===== src/rtl/ebr_pkg.sv =====
package ebr_pkg;
    typedef enum logic [2:0] {
        ST_OWN     = 3'd0,
        ST_QUAL    = 3'd1,
        ST_DRAIN   = 3'd2,
        ST_GRANT   = 3'd3,
        ST_RECLAIM = 3'd4
    } ebr_state_e;
endpackage


===== src/rtl/ebr_fsm.sv =====
module ebr_fsm
    import ebr_pkg::*;
(
    input  logic clk,
    input  logic rst_n,
    input  logic bus_req_n,
    input  logic state_edge,
    input  logic acc_busy,
    input  logic acc_final,
    output logic ack_n,
    output logic stall,
    output logic drive
);
    ebr_state_e state_q, state_d;
    logic       can_hand;

    // The access may be cut at this boundary if none runs or it ends here.
    assign can_hand = !acc_busy || acc_final;

    always_ff @(posedge clk or negedge rst_n) begin
        if (!rst_n) state_q <= ST_OWN;
        else        state_q <= state_d;
    end

    always_comb begin
        state_d = state_q;
        unique case (state_q)
            ST_OWN: begin
                if (state_edge && !bus_req_n) state_d = ST_QUAL;
            end
            ST_QUAL: begin
                if (state_edge) begin
                    if (bus_req_n)     state_d = ST_OWN;
                    else if (can_hand) state_d = ST_GRANT;
                    else               state_d = ST_DRAIN;
                end
            end
            ST_DRAIN: begin
                if (state_edge && can_hand) state_d = ST_GRANT;
            end
            ST_GRANT: begin
                if (state_edge && bus_req_n) state_d = ST_RECLAIM;
            end
            ST_RECLAIM: state_d = ST_OWN;
            default:    state_d = ST_OWN;
        endcase
    end

    always_comb begin
        ack_n = 1'b1;
        stall = 1'b0;
        drive = 1'b1;
        unique case (state_q)
            ST_OWN, ST_QUAL: ;
            ST_DRAIN: stall = 1'b1;
            ST_GRANT: begin
                ack_n = 1'b0;
                stall = 1'b1;
                drive = 1'b0;
            end
            ST_RECLAIM: begin
                stall = 1'b1;
                drive = 1'b0;
            end
            default: ;
        endcase
    end
endmodule


===== src/rtl/ebr_pin_enables.sv =====
module ebr_pin_enables #(
    parameter int ADDR_W = 24,
    parameter int DATA_W = 16,
    parameter int NUM_CS = 8
) (
    input  logic              drive,
    output logic [ADDR_W-1:0] en_addr,
    output logic [DATA_W-1:0] en_data,
    output logic [NUM_CS-1:0] en_cs,
    output logic              en_as,
    output logic              en_rd,
    output logic              en_wrh,
    output logic              en_wrl
);
    assign en_addr = {ADDR_W{drive}};
    assign en_data = {DATA_W{drive}};

    for (genvar i = 0; i < NUM_CS; i++) begin : g_cs
        assign en_cs[i] = drive;
    end

    assign en_as  = drive;
    assign en_rd  = drive;
    assign en_wrh = drive;
    assign en_wrl = drive;
endmodule


===== src/rtl/ext_bus_release.sv =====
module ext_bus_release #(
    parameter int ADDR_W = 24,
    parameter int DATA_W = 16,
    parameter int NUM_CS = 8
) (
    input  logic              clk,
    input  logic              rst_n,
    input  logic              bus_req_n,
    input  logic              state_edge,
    input  logic              acc_busy,
    input  logic              acc_final,
    output logic              bus_ack_n,
    output logic              cpu_stall,
    output logic [ADDR_W-1:0] en_addr,
    output logic [DATA_W-1:0] en_data,
    output logic [NUM_CS-1:0] en_cs,
    output logic              en_as,
    output logic              en_rd,
    output logic              en_wrh,
    output logic              en_wrl
);
    logic drive;

    ebr_fsm u_fsm (
        .clk       (clk),
        .rst_n     (rst_n),
        .bus_req_n (bus_req_n),
        .state_edge(state_edge),
        .acc_busy  (acc_busy),
        .acc_final (acc_final),
        .ack_n     (bus_ack_n),
        .stall     (cpu_stall),
        .drive     (drive)
    );

    ebr_pin_enables #(
        .ADDR_W(ADDR_W),
        .DATA_W(DATA_W),
        .NUM_CS(NUM_CS)
    ) u_pins (
        .drive  (drive),
        .en_addr(en_addr),
        .en_data(en_data),
        .en_cs  (en_cs),
        .en_as  (en_as),
        .en_rd  (en_rd),
        .en_wrh (en_wrh),
        .en_wrl (en_wrl)
    );
endmodule


===== config.mk =====
export PLATFORM = sky130hd
export DESIGN_NAME = ext_bus_release
export DESIGN_NICKNAME = d
export VERILOG_FILES = /design/src/rtl/ebr_pkg.sv /design/src/rtl/ebr_fsm.sv /design/src/rtl/ebr_pin_enables.sv /design/src/rtl/ext_bus_release.sv
export SDC_FILE = /design/constraint.sdc
export NUM_CORES = 1
export LEC_CHECK = 0
export ABC_AREA = 1
export BUFFER_PORTS_ARGS = -buffer_cell sky130_fd_sc_hd__buf_4
export CORE_MARGIN = 4
export CORE_UTILIZATION = 37
export DETAILED_ROUTE_END_ITERATION = 6
export GPL_ROUTABILITY_DRIVEN = 0
export HOLD_SLACK_MARGIN = 0.15
export MAX_ROUTING_LAYER = met4
export PLACE_DENSITY = 0.89
export SLEW_MARGIN = 25
export SYNTH_ARGS = -nofsm -noshare
export SYNTH_HDL_FRONTEND = slang
export SYNTH_SLANG_ARGS = --single-unit

===== constraint.sdc =====
create_clock -name clk -period 3.5 [get_ports clk]
set_input_delay 0 -clock clk [delete_from_list [all_inputs] [get_ports clk]]
set_output_delay 0 -clock clk [all_outputs]
set_load 0.05 [all_outputs]

==> flow_summary_export.csv <==
group,metric,value,unit
setup_path,path_depth,4,
timing,finalSetupTns,0,ns
setup_path,critPathMaxStageDelay,0.56,ns
timing,fmax,537,MHz
setup_path,critPathRequiredTime,3.50,ns
min_path,hold_path.class,"input port to register",
layout,largest_register_ffs,3,
detailed_routing,vias,577,
layout,regMostFlops,"u_fsm.state_q",
timing,hold_slack,0.162,ns
layout,final_common_cell,"buf_4",
setup_path,crit_path_end_kind,"output port",
synth,syn_nets,103,
setup_path,reg2reg_to,"u_fsm.state_q[1]",
layout,fillers,154,
timing,report.final.slew_viol_count,0,
setup_path,ff2ff_setup_slack,1.79,ns
placement,hpwl,1080,µm
layout,layout_common_cells,"59 x buf_4, 14 x nand2_1, 7 x inv_1, 6 x nand3_1, 6 x dlygate4sd3_1",
setup_path,path_cells,"nor2_4 -> a21oi_4 -> buf_16 -> buf_4",
setup_path,crit_fanout,27,
detailed_routing,drt_wl_total,1460,µm
run,maxCapViolations,0,
setup_path,cp.arrival,1.86,ns
clocking,cts_tree,"built",
layout,register_area,75.1,µm²
timing,rsz0062_at_grt,"false",
synth,synth.distinct_cells,14,
timing,setup_viol,0,
timing,finalCriticalPeriod,1.86,ns
placement,io_buffers,59,
floorplan,start_util,0.389,
clocking,post_cts_buffers,0,
detailed_routing,wire_per_inst,10.4,µm
layout,fin_nets,122,
detailed_routing,ant_nets,0,
detailed_routing,firstDrtPassIters,4,
clocking,cts_made_buffers,3,
floorplan,die_area,2540,µm²
synth,seq_area_frac_synth,0.113,
global_route,grt_usage,0.114,
detailed_routing,drt-vias-per-instance,4.12,
setup_path,startpoint,"u_fsm.state_q[2]",
setup_path,path_class,"register to output port",
setup_path,endpoint,"en_addr[1]",
layout,antennaDiodeCount,0,
synth,synth_seq_cells,3,
global_route,grt_pass1_wl,2100,µm
setup_path,r2r-start,"u_fsm.state_q[0]",
floorplan,ios,60,
synth,synth.avg_cell_area,6.85,µm²
floorplan,core_area,1710,µm²
layout,area_growth_syn_to_layout,30.3,%
layout,multiInputGateArea,173,µm²
clocking,htreeDepth,1,
timing,fin_worst_skew,0.0121,ns
clocking,cts_buffer_depth,2,
setup_path,reg2regPathDepth,5,
clocking,cts_resized,0,
global_route,grt_max_degree,53,
detailed_routing,drcViolationCount,0,
timing,max-slew-margin-rel,0.578,
floorplan,rows,15,
detailed_routing,drt_iter0_drc,30,
clocking,clkSlewWorstSetupHoldPaths,0.05,ns
global_route,grt_overflow,0,
floorplan,die_y,50.4,µm
setup_path,critPathTopFamily,"flip-flops",
timing,hold_violations,0,
floorplan,die_width,50.4,µm
status,status,"finished, final reports clean",
synth,synth_cells,97,
setup_path,cp.buffers_inverters,2,
layout,drive_above_1_share,0.600,
setup_path,slowest_stage,"dfrtp_1",
timing,tightest_slew,0.631,ns
global_route,antenna_found_initial,0,
clocking,cts_hold_buf,6,
clocking,insertion_delay,0.25,ns
clocking,root_buffer,"clkbuf_4",
synth,ys_warn_count,0,
timing,finalCritPeriodShare,0.532,
global_route,grt_pass1_vias,468,
setup_path,cp-start-kind,"register",
synth,netlist_area,664,µm²
layout,reg.largest.list,"u_fsm.state_q x3",
clocking,cts.sinks,3,
-- worst min-delay path by stage --
stage               from                to  slack, ns  depth (start not counted)
3_5_place_dp       rst_n  u_fsm.state_q[0]      -0.21                          1
2_1_floorplan      rst_n  u_fsm.state_q[0]      -0.30                          0
3_3_place_gp       rst_n  u_fsm.state_q[0]      -0.21                          1
4_1_cts        bus_req_n  u_fsm.state_q[0]       0.16                          6
5_1_grt        bus_req_n  u_fsm.state_q[0]       0.20                          6
6_report       bus_req_n  u_fsm.state_q[0]       0.16                          6
-- synthesized netlist by cell type (all sizes together) --
| cell type | count | area (µm²) |
|---|---|---|
| inv | 8 | 30.0 |
| nand3 | 6 | 30.0 |
| dfrtp | 3 | 75.1 |
| o21ai | 3 | 18.8 |
| a21oi | 2 | 10.0 |
| nand2 | 16 | 65.1 |
| o21bai | 1 | 7.51 |
| nor2 | 6 | 30.0 |
| buf | 52 | 398 |
-- per-layer routing --
metal	wire, µm	part of all wire	global-route usage	vias up
met5	0	0	-	-
met4	36	0.025	0.0807	0
met3	290	0.20	0.0445	4
met2	648	0.44	0.183	56
met1	486	0.33	0.111	238
li1	-	-	-	279
-- through the flow --
step	instances	instance area (µm²)	worst slack, ns	util
finish	140	866	1.64	0.507
global route	140	866	1.50	0.507
CTS	139	838	1.40	0.491
detailed placement	129	752	1.67	0.440
global placement	129	752	1.79	0.440
floorplan	97	668	1.04	-
-- cell type report --
type / instances / share of cell area
Clock buffer: 4 / 0.0303
Inverter: 8 / 0.0347
Multi-Input combinational cell: 34 / 0.199
Sequential cell: 3 / 0.0867
Tap cell: 25 / 0.0361
Timing Repair Buffer: 66 / 0.613
-- tightest hold or removal path, delay by kind of cell --
kind / cells / cell delay (ns)
buf+inv: 2 / 0.13
simple gates: 3 / 0.19
compound gates: 1 / 0.05
-- cells by family (layout without fill, tap and decap cells) --
kind of cell,after synthesis,count (layout),synth area share
flip-flops,3,3,0.113
buffers and inverters,60,78,0.644
AO/OA/AOI/OAI,6,6,0.0546
AND/OR/NAND/NOR,28,28,0.188
Power is not shown: default switching activity piles up to over one toggle a cycle in this logic, so the estimate is an artifact.
